===== config.mk =====
export PLATFORM = sky130hd
export DESIGN_NAME = flash_cmd_seq
export DESIGN_NICKNAME = d
export VERILOG_FILES = /design/src/rtl/flash_cmd_pkg.sv /design/src/rtl/flash_seq_fsm.sv /design/src/rtl/flash_busy_timer.sv /design/src/rtl/flash_status_gen.sv /design/src/rtl/flash_cell_array.sv /design/src/rtl/flash_cmd_seq.sv
export SDC_FILE = /design/constraint.sdc
export NUM_CORES = 1
export LEC_CHECK = 0
export ABC_CLOCK_PERIOD_IN_PS = 3300
export BUFFER_PORTS_ARGS = -buffer_cell sky130_fd_sc_hd__buf_2
export CORE_MARGIN = 2
export CORE_UTILIZATION = 28
export DETAILED_ROUTE_END_ITERATION = 7
export PLACE_DENSITY = 0.46
export SLEW_MARGIN = 40
export SYNTH_ARGS = -nofsm -noshare
export SYNTH_HDL_FRONTEND = slang
export SYNTH_HIERARCHICAL = 1
export SYNTH_SLANG_ARGS = --single-unit

===== constraint.sdc =====
create_clock -name clk_i -period 3.3 [get_ports clk_i]
set_clock_uncertainty 0.2 [all_clocks]
set_input_delay 0.66 -clock clk_i [delete_from_list [all_inputs] [get_ports clk_i]]
set_output_delay 0.66 -clock clk_i [all_outputs]
set_load 0.02 [all_outputs]

===== src/rtl/flash_cmd_pkg.sv =====
package flash_cmd_pkg;
  typedef enum logic [3:0] {
    ST_ARRAY,
    ST_UNL1,
    ST_UNL2,
    ST_QUERY,
    ST_PGM_ARM,
    ST_ERS1,
    ST_ERS2,
    ST_ERS3,
    ST_BUSY,
    ST_FAULT
  } seq_st_e;

  localparam logic [7:0]  KEY_A     = 8'hAA;
  localparam logic [7:0]  KEY_B     = 8'h55;
  localparam logic [7:0]  OP_QUERY  = 8'h90;
  localparam logic [7:0]  OP_PROG   = 8'hA0;
  localparam logic [7:0]  OP_ERASE  = 8'h80;
  localparam logic [7:0]  OP_ERS_GO = 8'h30;
  localparam logic [7:0]  OP_RESET  = 8'hF0;
  localparam logic [7:0]  DEV_ID    = 8'hE8;
  localparam logic [11:0] KEY_ADR_A = 12'h555;
  localparam logic [11:0] KEY_ADR_B = 12'hAAA;
endpackage


===== src/rtl/flash_seq_fsm.sv =====
module flash_seq_fsm
  import flash_cmd_pkg::*;
#(
  parameter int unsigned ADDR_W = 12
) (
  input  logic              clk_i,
  input  logic              rst_ni,
  input  logic              wr_evt_i,
  input  logic [ADDR_W-1:0] addr_i,
  input  logic [7:0]        data_i,
  input  logic              prot_i,
  input  logic [7:0]        old_i,
  input  logic              done_i,
  output seq_st_e           state_o,
  output logic              go_pgm_o,
  output logic              go_ers_o,
  output logic              fault_o,
  output logic              poll_o,
  output logic              ers_o,
  output logic              err_o
);
  localparam logic [ADDR_W-1:0] ADR_A = ADDR_W'(KEY_ADR_A);
  localparam logic [ADDR_W-1:0] ADR_B = ADDR_W'(KEY_ADR_B);

  seq_st_e st_q, st_d;
  logic    at_a, at_b, is_rst, bad_pgm;
  logic    poll_q, ers_q;

  assign at_a    = (addr_i == ADR_A);
  assign at_b    = (addr_i == ADR_B);
  assign is_rst  = wr_evt_i && (data_i == OP_RESET);
  // program may only clear bits
  assign bad_pgm = prot_i || ((data_i & ~old_i) != 8'h00);

  always_comb begin
    st_d     = st_q;
    go_pgm_o = 1'b0;
    go_ers_o = 1'b0;
    fault_o  = 1'b0;
    case (st_q)
      ST_ARRAY: if (wr_evt_i && at_a && data_i == KEY_A) st_d = ST_UNL1;
      ST_UNL1: if (wr_evt_i) st_d = (at_b && data_i == KEY_B) ? ST_UNL2 : ST_ARRAY;
      ST_UNL2: begin
        if (wr_evt_i) begin
          st_d = ST_ARRAY;
          if (at_a) begin
            case (data_i)
              OP_QUERY: st_d = ST_QUERY;
              OP_PROG:  st_d = ST_PGM_ARM;
              OP_ERASE: st_d = ST_ERS1;
              default:  st_d = ST_ARRAY;
            endcase
          end
        end
      end
      ST_QUERY: if (is_rst) st_d = ST_ARRAY;
      ST_PGM_ARM: begin
        if (wr_evt_i) begin
          if (bad_pgm) begin
            st_d    = ST_FAULT;
            fault_o = 1'b1;
          end else begin
            st_d     = ST_BUSY;
            go_pgm_o = 1'b1;
          end
        end
      end
      ST_ERS1: if (wr_evt_i) st_d = (at_a && data_i == KEY_A) ? ST_ERS2 : ST_ARRAY;
      ST_ERS2: if (wr_evt_i) st_d = (at_b && data_i == KEY_B) ? ST_ERS3 : ST_ARRAY;
      ST_ERS3: begin
        if (wr_evt_i) begin
          if (data_i != OP_ERS_GO) begin
            st_d = ST_ARRAY;
          end else if (prot_i) begin
            st_d    = ST_FAULT;
            fault_o = 1'b1;
          end else begin
            st_d     = ST_BUSY;
            go_ers_o = 1'b1;
          end
        end
      end
      ST_BUSY:  if (done_i) st_d = ST_ARRAY;
      ST_FAULT: if (is_rst) st_d = ST_ARRAY;
      default:  st_d = ST_ARRAY;
    endcase
  end

  always_ff @(posedge clk_i or negedge rst_ni) begin
    if (!rst_ni) st_q <= ST_ARRAY;
    else         st_q <= st_d;
  end

  always_ff @(posedge clk_i or negedge rst_ni) begin
    if (!rst_ni) begin
      poll_q <= 1'b0;
      ers_q  <= 1'b0;
    end else if (wr_evt_i && st_q == ST_PGM_ARM) begin
      poll_q <= ~data_i[7];
      ers_q  <= 1'b0;
    end else if (wr_evt_i && st_q == ST_ERS3 && data_i == OP_ERS_GO) begin
      poll_q <= 1'b0;
      ers_q  <= 1'b1;
    end
  end

  assign state_o = st_q;
  assign poll_o  = poll_q;
  assign ers_o   = ers_q;
  assign err_o   = (st_q == ST_FAULT);

  p_busy_hold_r7: assert property (@(posedge clk_i) disable iff (!rst_ni)
    (st_q == ST_BUSY && !done_i) |=> st_q == ST_BUSY);
  p_fault_hold_r11: assert property (@(posedge clk_i) disable iff (!rst_ni)
    (st_q == ST_FAULT && !(wr_evt_i && data_i == OP_RESET)) |=> st_q == ST_FAULT);
  p_abort_r3: assert property (@(posedge clk_i) disable iff (!rst_ni)
    (st_q == ST_UNL1 && wr_evt_i && data_i != KEY_B) |=> st_q == ST_ARRAY);
  p_query_exit_r6: assert property (@(posedge clk_i) disable iff (!rst_ni)
    (st_q == ST_QUERY && wr_evt_i && data_i == OP_RESET) |=> st_q == ST_ARRAY);
endmodule


===== src/rtl/flash_busy_timer.sv =====
module flash_busy_timer #(
  parameter int unsigned PGM_CYC = 10,
  parameter int unsigned ERS_CYC = 30
) (
  input  logic clk_i,
  input  logic rst_ni,
  input  logic start_pgm_i,
  input  logic start_ers_i,
  output logic done_o
);
  localparam int unsigned MAX_CYC = (PGM_CYC > ERS_CYC) ? PGM_CYC : ERS_CYC;
  localparam int unsigned CNT_W   = $clog2(MAX_CYC + 1);

  logic [CNT_W-1:0] cnt_q;
  logic             run_q;

  always_ff @(posedge clk_i or negedge rst_ni) begin
    if (!rst_ni) begin
      run_q <= 1'b0;
      cnt_q <= '0;
    end else if (start_pgm_i) begin
      run_q <= 1'b1;
      cnt_q <= CNT_W'(PGM_CYC - 1);
    end else if (start_ers_i) begin
      run_q <= 1'b1;
      cnt_q <= CNT_W'(ERS_CYC - 1);
    end else if (run_q) begin
      if (cnt_q == '0) run_q <= 1'b0;
      else             cnt_q <= cnt_q - 1'b1;
    end
  end

  assign done_o = run_q && (cnt_q == '0);

  p_cnt_bound_r7: assert property (@(posedge clk_i) disable iff (!rst_ni)
    run_q |-> cnt_q < CNT_W'(MAX_CYC));
  p_done_ends_r7: assert property (@(posedge clk_i) disable iff (!rst_ni)
    (done_o && !start_pgm_i && !start_ers_i) |=> !run_q);
endmodule


===== src/rtl/flash_status_gen.sv =====
module flash_status_gen (
  input  logic       clk_i,
  input  logic       rst_ni,
  input  logic       clr_i,
  input  logic       rd_i,
  input  logic       poll_i,
  input  logic       err_i,
  input  logic       ers_i,
  output logic [7:0] stat_o
);
  logic tgl_q;

  always_ff @(posedge clk_i or negedge rst_ni) begin
    if (!rst_ni)    tgl_q <= 1'b0;
    else if (clr_i) tgl_q <= 1'b0;
    else if (rd_i)  tgl_q <= ~tgl_q;
  end

  assign stat_o = {poll_i, tgl_q, err_i, 1'b0, ers_i, 3'b000};

  p_toggle_flip_r9: assert property (@(posedge clk_i) disable iff (!rst_ni)
    (rd_i && !clr_i) |=> tgl_q != $past(tgl_q));
  p_toggle_idle_r9: assert property (@(posedge clk_i) disable iff (!rst_ni)
    (!rd_i && !clr_i) |=> $stable(tgl_q));
endmodule


===== src/rtl/flash_cell_array.sv =====
module flash_cell_array #(
  parameter int unsigned NSECT  = 4,
  parameter int unsigned OFS_W  = 4,
  parameter int unsigned SIDX_W = 2
) (
  input  logic              clk_i,
  input  logic              rst_ni,
  input  logic [SIDX_W-1:0] rd_sec_i,
  input  logic [OFS_W-1:0]  rd_ofs_i,
  output logic [7:0]        rd_dat_o,
  input  logic              pgm_en_i,
  input  logic [SIDX_W-1:0] pgm_sec_i,
  input  logic [OFS_W-1:0]  pgm_ofs_i,
  input  logic [7:0]        pgm_dat_i,
  input  logic              ers_en_i,
  input  logic [SIDX_W-1:0] ers_sec_i
);
  localparam int unsigned DEPTH = 1 << OFS_W;

  logic [7:0] sec_rd [NSECT];

  for (genvar s = 0; s < NSECT; s++) begin : g_sec
    logic [7:0] cells [DEPTH];
    logic       ers_hit, pgm_hit;

    assign ers_hit = ers_en_i && (ers_sec_i == SIDX_W'(s));
    assign pgm_hit = pgm_en_i && (pgm_sec_i == SIDX_W'(s));

    always_ff @(posedge clk_i or negedge rst_ni) begin
      if (!rst_ni) begin
        for (int k = 0; k < DEPTH; k++) cells[k] <= 8'hFF;
      end else if (ers_hit) begin
        for (int k = 0; k < DEPTH; k++) cells[k] <= 8'hFF;
      end else if (pgm_hit) begin
        cells[pgm_ofs_i] <= cells[pgm_ofs_i] & pgm_dat_i;
      end
    end

    assign sec_rd[s] = cells[rd_ofs_i];

    p_erase_fill_r10: assert property (@(posedge clk_i) disable iff (!rst_ni)
      ers_hit |=> (cells[0] == 8'hFF && cells[DEPTH-1] == 8'hFF));
  end

  assign rd_dat_o = sec_rd[rd_sec_i];
endmodule


===== src/rtl/flash_cmd_seq.sv =====
module flash_cmd_seq
  import flash_cmd_pkg::*;
#(
  parameter int unsigned      ADDR_W    = 12,
  parameter int unsigned      NSECT     = 4,
  parameter int unsigned      OFS_W     = 4,
  parameter int unsigned      PGM_CYC   = 10,
  parameter int unsigned      ERS_CYC   = 30,
  parameter logic [NSECT-1:0] PROT_MASK = 4'b0100
) (
  input  logic              clk_i,
  input  logic              rst_ni,
  input  logic [ADDR_W-1:0] addr_i,
  input  logic [7:0]        data_i,
  input  logic              we_i,
  input  logic              re_i,
  input  logic [NSECT-1:0]  sect_i,
  input  logic              lockout_i,
  output logic [7:0]        rdata_o
);
  localparam int unsigned SIDX_W = (NSECT > 1) ? $clog2(NSECT) : 1;

  seq_st_e           state;
  logic              we_q, re_q, sect_ok, wr_evt, rd_evt, rd_stat;
  logic [SIDX_W-1:0] sidx;
  logic              prot_bit;
  logic [OFS_W-1:0]  ofs;
  logic [7:0]        arr_dat, stat_byte, rd_mux;
  logic              go_pgm, go_ers, fault, done, poll, ers, err;
  logic              op_pgm_q;
  logic [SIDX_W-1:0] tgt_sec_q;
  logic [OFS_W-1:0]  tgt_ofs_q;
  logic [7:0]        tgt_dat_q;

  always_comb begin
    sidx = '0;
    for (int i = 0; i < NSECT; i++) if (sect_i[i]) sidx = SIDX_W'(i);
  end

  assign sect_ok  = $onehot(sect_i);
  assign prot_bit = PROT_MASK[sidx];
  assign ofs      = addr_i[OFS_W-1:0];

  // strobe registers reset high: a strobe held through reset is not an edge
  always_ff @(posedge clk_i or negedge rst_ni) begin
    if (!rst_ni) begin
      we_q <= 1'b1;
      re_q <= 1'b1;
    end else begin
      we_q <= we_i;
      re_q <= re_i;
    end
  end

  assign wr_evt  = we_i && !we_q && !lockout_i && sect_ok;
  assign rd_evt  = re_i && !re_q && sect_ok;
  assign rd_stat = rd_evt && (state == ST_BUSY || state == ST_FAULT);

  flash_seq_fsm #(.ADDR_W(ADDR_W)) u_fsm (
    .clk_i    (clk_i),
    .rst_ni   (rst_ni),
    .wr_evt_i (wr_evt),
    .addr_i   (addr_i),
    .data_i   (data_i),
    .prot_i   (prot_bit),
    .old_i    (arr_dat),
    .done_i   (done),
    .state_o  (state),
    .go_pgm_o (go_pgm),
    .go_ers_o (go_ers),
    .fault_o  (fault),
    .poll_o   (poll),
    .ers_o    (ers),
    .err_o    (err)
  );

  flash_busy_timer #(.PGM_CYC(PGM_CYC), .ERS_CYC(ERS_CYC)) u_tmr (
    .clk_i       (clk_i),
    .rst_ni      (rst_ni),
    .start_pgm_i (go_pgm),
    .start_ers_i (go_ers),
    .done_o      (done)
  );

  flash_status_gen u_stat (
    .clk_i  (clk_i),
    .rst_ni (rst_ni),
    .clr_i  (go_pgm | go_ers | fault),
    .rd_i   (rd_stat),
    .poll_i (poll),
    .err_i  (err),
    .ers_i  (ers),
    .stat_o (stat_byte)
  );

  always_ff @(posedge clk_i or negedge rst_ni) begin
    if (!rst_ni) begin
      op_pgm_q  <= 1'b0;
      tgt_sec_q <= '0;
      tgt_ofs_q <= '0;
      tgt_dat_q <= 8'h00;
    end else if (go_pgm || go_ers) begin
      op_pgm_q  <= go_pgm;
      tgt_sec_q <= sidx;
      tgt_ofs_q <= ofs;
      tgt_dat_q <= data_i;
    end
  end

  flash_cell_array #(.NSECT(NSECT), .OFS_W(OFS_W), .SIDX_W(SIDX_W)) u_arr (
    .clk_i     (clk_i),
    .rst_ni    (rst_ni),
    .rd_sec_i  (sidx),
    .rd_ofs_i  (ofs),
    .rd_dat_o  (arr_dat),
    .pgm_en_i  (done && op_pgm_q),
    .pgm_sec_i (tgt_sec_q),
    .pgm_ofs_i (tgt_ofs_q),
    .pgm_dat_i (tgt_dat_q),
    .ers_en_i  (done && !op_pgm_q),
    .ers_sec_i (tgt_sec_q)
  );

  always_comb begin
    case (state)
      ST_BUSY, ST_FAULT: rd_mux = stat_byte;
      ST_QUERY: begin
        case (addr_i[1:0])
          2'd0:    rd_mux = DEV_ID;
          2'd2:    rd_mux = {7'd0, prot_bit};
          default: rd_mux = 8'h00;
        endcase
      end
      default: rd_mux = arr_dat;
    endcase
  end

  always_ff @(posedge clk_i or negedge rst_ni) begin
    if (!rst_ni)     rdata_o <= 8'h00;
    else if (rd_evt) rdata_o <= rd_mux;
  end

  p_lockout_r12: assert property (@(posedge clk_i) disable iff (!rst_ni)
    (lockout_i && state == ST_ARRAY) |=> state == ST_ARRAY);
  p_query_id_r4: assert property (@(posedge clk_i) disable iff (!rst_ni)
    (rd_evt && state == ST_QUERY && addr_i[1:0] == 2'd0) |=> rdata_o == DEV_ID);
  p_done_busy_r7: assert property (@(posedge clk_i) disable iff (!rst_ni)
    done |-> state == ST_BUSY);
  p_rd_hold_r2: assert property (@(posedge clk_i) disable iff (!rst_ni)
    !rd_evt |=> $stable(rdata_o));
  p_busy_nowrite_r13: assert property (@(posedge clk_i) disable iff (!rst_ni)
    (state == ST_BUSY) |-> !(go_pgm || go_ers || fault));
endmodule


### Word level (Yosys, flattened, before mapping)

Index checks and enable logic that the tools add are counted.

| word-level totals | value |
|---|---|
| word-level logic and storage cells | 275 |
| input bits | 29 |
| flip-flop bits (word level) | 550 |

| operators by class | value |
|---|---|
| multiplexer cells | 93 |
| equal/unequal tests | 34 |
| bitwise operators | 13 |
| order comparisons | 5 |
| reductions and logical operators | 49 |
| add/sub/neg operators | 4 |

Operator list:

| operator | count |
|---|---|
| $mux 128 | 8 |
| $bwmux 128 | 4 |
| $bmux 8 s4 | 8 |
| $mux 8 | 19 |
| $mux 4 | 11 |
| $and 8x8->8 | 5 |
| $eq 8x8->1 const B | 5 |
| $pmux 4 s9 | 1 |
| $demux 8 s4 | 1 |
| $pmux 8 s2 | 2 |
| $logic_and 1x1->1 | 26 |
| $mux 1 | 26 |
| $mux 5 | 4 |
| $bmux 8 s2 | 1 |
| $eq 4x3->1 const B | 4 |
| $ne 2x1->1 const B | 8 |
| $eq 12x11->1 const B | 1 |
| $eq 12x12->1 const B | 1 |
| $reduce_bool 2->1 | 6 |
| $ge 5x5->1 const B | 2 |
| $not 4->5 | 2 |
| $pmux 3 s3 | 1 |
| $reduce_and 9->1 | 1 |
| $eq 4x2->1 const B | 2 |
| other kinds (33) | 49 |

### Longest topological paths before layout

| logic depth | value |
|---|---|
| depth in word-level cells | 17 |
| gate-level depth with buffers | 16 |
| mapped depth without buffers | 13 |

### By module

Netlist, hierarchy kept.

Modules (own cells, without submodules):

| module | cells an instance | sequential area each (µm²) | times used | area an instance (µm²) |
|---|---|---|---|---|
| flash_cell_array | 2291 | 13452.9 | 1 | 27600.2 |
| flash_cmd_seq | 100 | 628.1 | 1 | 1214.9 |
| flash_seq_fsm | 88 | 150.1 | 1 | 723.2 |
| flash_busy_timer | 31 | 150.1 | 1 | 322.8 |
| flash_status_gen | 12 | 25.0 | 1 | 101.3 |

### Worst setup path after synthesis

No wires, ideal clock.

| timing | value |
|---|---|
| path type | in2reg |
| from | in sect_i[1] |
| to | reg tgt_dat_q[4] |
| arrival | 4.098 ns |
| setup slack | -1.123 ns |
| setup time | 0.125 ns |
| stages on the path | 15 |
| cell sequence | inv_1 > o21ai_0 > buf_2 > inv_1 > nand2_1 > clkbuf_1 > a211oi_1 > o41ai_1 > inv_1 > a2111oi_4 > nand3_1 > nor2_1 > nor2_1 > buf_2 > mux2_2 |

| on the way | value |
|---|---|
| word-level cells in the longest chain between the ends | 15 |
| elaborated cells on any way between the ends | 25 |
| classes of those cells | add/sub: 2; eq/ne: 1; mux: 15; bitwise: 3; reduce/logical: 4 |

RTL lines:

| what | line | RTL |
|---|---|---|
| start, declared | flash_cmd_seq.sv:17 | `input logic [NSECT-1:0] sect_i,` |
| $mux 1 | flash_cmd_seq.sv:37 | `for (int i = 0; i < NSECT; i++) if (sect_i[i]) sidx = SIDX_W'(i);` |
| $mux 2 (2 in series) | flash_cmd_seq.sv:37 |  |
| net sidx[0] | flash_cmd_seq.sv:25 | `logic [SIDX_W-1:0] sidx;` |
| $not 2->3 (not written as such) | flash_cell_array.sv:45 | `assign rd_dat_o = sec_rd[rd_sec_i];` |
| $bmux 8 s2 | flash_cell_array.sv:45 |  |
| $mux 8 (not written as such) (2 in series) | flash_cell_array.sv:45 |  |
| net arr_dat[0] | flash_cmd_seq.sv:28 | `logic [7:0] arr_dat, stat_byte, rd_mux;` |
| $not 8->8 | flash_seq_fsm.sv:33 | `assign bad_pgm = prot_i \|\| ((data_i & ~old_i) != 8'h00);` |
| $and 8x8->8 | flash_seq_fsm.sv:33 |  |
| $reduce_bool 8->1 | flash_seq_fsm.sv:33 |  |
| $logic_or 1x1->1 | flash_seq_fsm.sv:33 |  |
| $mux 1 | flash_seq_fsm.sv:59 | `if (bad_pgm) begin` |
| $mux 1 | flash_seq_fsm.sv:58 | `if (wr_evt_i) begin` |
| $mux 1 | flash_seq_fsm.sv:40 | `case (st_q)` |
| net go_pgm | flash_cmd_seq.sv:29 | `logic go_pgm, go_ers, fault, done, poll, ers, err;` |
| $logic_or 1x1->1 | flash_cmd_seq.sv:102 | `end else if (go_pgm \|\| go_ers) begin` |
| end signal, assigned | flash_cmd_seq.sv:106 | `tgt_dat_q <= data_i;` |
| end, declared | flash_cmd_seq.sv:33 | `logic [7:0] tgt_dat_q;` |

The timed path passes the listed nets, and every way through them passes these cells. The select of a mux whose other input is x is not followed.
A chain may end at the register's enable or synchronous reset.

### Worst setup path in the final report

| timing | value |
|---|---|
| from | in addr_i[0] |
| to | reg tgt_sec_q[1] |

| on the way | value |
|---|---|
| word-level cells in the longest chain between the ends | 15 |
| elaborated cells on any way between the ends | 24 |
| classes of those cells | mux: 18; bitwise: 3; reduce/logical: 3 |

RTL lines:

| what | line | RTL |
|---|---|---|
| start, declared | flash_cmd_seq.sv:13 | `input logic [ADDR_W-1:0] addr_i,` |
| $not 4->5 (not written as such) * | flash_cell_array.sv:39 | `assign sec_rd[s] = cells[rd_ofs_i];` |
| $bmux 8 s4 | flash_cell_array.sv:39 |  |
| $mux 8 (not written as such) (2 in series) | flash_cell_array.sv:39 |  |
| $bmux 8 s2 * | flash_cell_array.sv:45 |  |
| $mux 8 (not written as such) * (2 in series) | flash_cell_array.sv:45 |  |
| net arr_dat[2] | flash_cmd_seq.sv:28 |  |
| $not 8->8 * | flash_seq_fsm.sv:33 |  |
| $and 8x8->8 * | flash_seq_fsm.sv:33 |  |
| $reduce_bool 8->1 * | flash_seq_fsm.sv:33 |  |
| $logic_or 1x1->1 * | flash_seq_fsm.sv:33 |  |
| $mux 1 * | flash_seq_fsm.sv:59 |  |
| $mux 1 * | flash_seq_fsm.sv:58 |  |
| $mux 1 * | flash_seq_fsm.sv:40 |  |
| net go_pgm | flash_cmd_seq.sv:29 |  |
| $logic_or 1x1->1 * | flash_cmd_seq.sv:102 |  |
| end signal, assigned | flash_cmd_seq.sv:104 | `tgt_sec_q <= sidx;` |
| end, declared | flash_cmd_seq.sv:31 | `logic [SIDX_W-1:0] tgt_sec_q;` |

The timed path passes the listed nets; every way through them passes the cells marked *. The select of a mux whose other input is x is not followed.

==> reports/metrics.cfg <==
[outcome]
status = finished, violations left
violations = setup timing

[routing]
drc = 0
wl_per_cell_um = 26.0
drt-vias-per-instance = 5.46
dr.first_iter.drc_count = 2359
drt-pass1-iter-count = 8
wl_um = 113000
routed-via-count = 23654
antenna_left = 0

[global_route]
grt.total_usage_pct = 20.6
grt_max_degree = 89
grt_overflow = 0
grt_pass1_wl_um = 167000
antenna_found_initial = 4
grt_pass1_vias = 24193

[die]
num_rows = 120
initial_core_util_pct = 28.1
core_area_sq_um = 107000
io-pin-count = 37
die_area_sq_um = 110000
die_x_um = 331
die_h_um = 331

[timing]
slew_viol_final = 0
fin_crit_ns = 3.47
rsz0062_at_grt = true
setup_viol = 16
worst_slew_margin_rel_pct = 41.8
hold_viol = 0
tightestPinTransition_ns = 0.874
min_period_over_period_pct = 105
fmax_ghz = 0.288
fin_ws_ns = -0.169

[worst_setup_path]
ff2ff_setup_slack_ns = -0.08
crit_chain = buf_12, buf_12, buf_8, mux4_2, mux4_2, o2111ai_2, o41ai_2, inv_1, a222oi_1, buf_4, buf_6, nand3_4, nor2_4, nor2_4, clkbuf_16, mux2_4
cp_top_family = multiplexers
crit_path_max_incr_delay_ns = 0.59
worstReg2RegEnd = u_fsm/state_o[0]$_DFFE_PN0P_
path_depth = 16
cp.required_ns = 3.59
cp-endpoint = tgt_sec_q[1]$_DFFE_PN0P_
critPathBufInv = 7
worst_setup_path_end_kind = flop
r2r_start = u_arr/g_sec[0].cells[64]$_DFFE_PN1P_
path_class = primary input to flop
cp-startpoint = addr_i[0]
startpoint_type = primary input
crit_fanout = 7
slowest_stage = mux4_2
reg2regPathDepth = 9
arrival_ns = 3.76

[yosys]
synth_area_leader_cell = dfstp_2
ys_ff_latch = 550
syn_area_sq_um = 30000
yosys.cell_types.count = 89
synth_edf_count = 0
syn_inst = 2522
ys_seq_area_share_pct = 48.1
ys_top_cells_by_area = dfstp_2 45%, mux4_2 22%, a21oi_1 8.3%
synth_flop_cell = dfstp_2
syn_avg_cell_area_sq_um = 11.9
synth.top_cell.area_share_pct = 45.1
async_flop_share_pct = 100
synth_warnings = 6

[finish]
fin_nets = 2909
drive_gt1_share_pct = 53.0
antenna_cells = 0
areaGrowthSynthToFinish_pct = 24.8
final_core_util_pct = 35.1
multi_input_area_sq_um = 15100
nFillCells = 10447
regArea_sq_um = 14400

[cts]
cts_tree = done
cts-root-buf = clkbuf_16
clockBufferDepth = 3
cts.sinks = 550
cts_inserted_buffers = 68
clock_latency_ns = 0.63
clk_pin_slew_ns = 0.06
ctsHtreeMaxLevel = 3

[power]
peakVddDrop_mv = 0.299
p_leak_nw = 14.2
power_density_nw_per_um2 = 421

[placed_design]
dp.final_hpwl_um = 81400
dp_worst_setup_slack_ns = -0.868
port_buffers = 36
globalplace.congestion = 0.921

[flow_run]
max_cap_violations = 0

[hold_path]
hp-class = primary input to asynchronous set/reset pin

what timing repair did:
item / in CTS / in global routing
hold endpoints to repair: 2 / 0
pin swaps: 12 / 10
cloned: 2 / 0
gates resized for setup: 116 / 30
hold buffers: 2 / 0
endpoints found under the setup margin: 488 / 169
buffers inserted: 14 / 6
per-stage QoR:
step | power (W) | setup TNS, ns | cells | hold slack, ns | area, sq um
2_1_floorplan | 0.00771 | -3.98 | 2525 | 0.164 | 30300
3_3_place_gp | 0.00828 | -110.66 | 4186 | 0.282 | 34300
3_5_place_dp | 0.00829 | -121.52 | 4186 | 0.290 | 34300
4_1_cts | 0.0159 | -0.683 | 4327 | 0.152 | 37300
5_1_grt | 0.0163 | -2.83 | 4333 | 0.167 | 37400
6_report | 0.0157 | -2.12 | 4333 | 0.179 | 37400
how the worst min path moves through the flow:
stage,to,cells after the start
detailed placement,u_fsm/ers_o$_DFFE_PN0P_,1
floorplan,op_pgm_q$_DFFE_PN0P_,0
global route,tgt_dat_q[3]$_DFFE_PN0P_,2
global placement,op_pgm_q$_DFFE_PN0P_,1
CTS,tgt_dat_q[3]$_DFFE_PN0P_,2
finish,u_arr/g_sec[2].cells[16]$_DFFE_PN1P_,1
synthesized netlist by cell type (23+ instances only):
master,count
a21oi_2,41
nand2_4,25
nor2_1,595
buf_6,27
o21ai_1,66
dfstp_2,514
clkbuf_1,46
nand2_1,36
buf_2,37
dfrtp_1,36
a21oi_1,494
mux2_2,23
mux4_2,288
power by group:
| part | switching [W] | total [W] | internal, W |
|---|---|---|---|
| clock | 0.00304 | 0.00747 | 0.00443 |
| combinational | 0.000730 | 0.00132 | 0.000592 |
| sequential | 0.0000797 | 0.00693 | 0.00685 |
final cells by class:
type	count	share of cell area (%)
Sequential cell	550	38.6
Multi-Input combinational cell	1810	40.3
Inverter	19	0.224
Timing Repair Buffer	427	10.3
Clock buffer	106	5.47
Clock inverter	18	0.442
Tap cell	1403	4.70
sequential cells by signal (all words and copies together) (netlist names):
signal / count
u_arr/g_sec.cells: 512
tgt_ofs_q: 4
we_q: 1
u_fsm/ers_o: 1
u_tmr/cnt_q: 5
u_stat/tgl_q: 1
op_pgm_q: 1
tgt_sec_q: 2
u_tmr/run_q: 1
tgt_dat_q: 8
u_fsm/poll_o: 1
re_q: 1
u_fsm/state_o: 4
rdata_o: 8
placed cells by master (no fill, tap or decap), types with 26 or more instances in the layout:
| master | count |
|---|---|
| nor2_1 | 530 |
| dfstp_2 | 514 |
| a21oi_1 | 491 |
| buf_4 | 332 |
| mux4_2 | 288 |
| clkbuf_16 | 70 |
| o21ai_1 | 67 |
| buf_12 | 48 |
| a21oi_2 | 44 |
| nand2_1 | 35 |
| nor2_4 | 33 |
| nor2_2 | 33 |
| buf_2 | 31 |
| dfrtp_1 | 30 |
| nand2_4 | 26 |
kinds of logic after synthesis:
logic type	after synthesis	share of synthesized area (%)
flops	550	48.1
other cells	1	0.0125
buf+inv	165	3.68
fa+ha+maj	4	0.192
mux	332	23.2
xor+xnor	2	0.0585
compound gates	692	13.0
simple gates	776	11.7
metal layers:
layer | routed length [um] | up-vias | global-route usage, %
met2 | 52800 | 987 | 32.9
met5 | 11 | - | 0
met4 | 4210 | 2 | 7.36
li1 | - | 10065 | -
met1 | 47500 | 12397 | 28.0
met3 | 8350 | 203 | 3.64
Note: power is estimated with default switching activity, not from simulation.
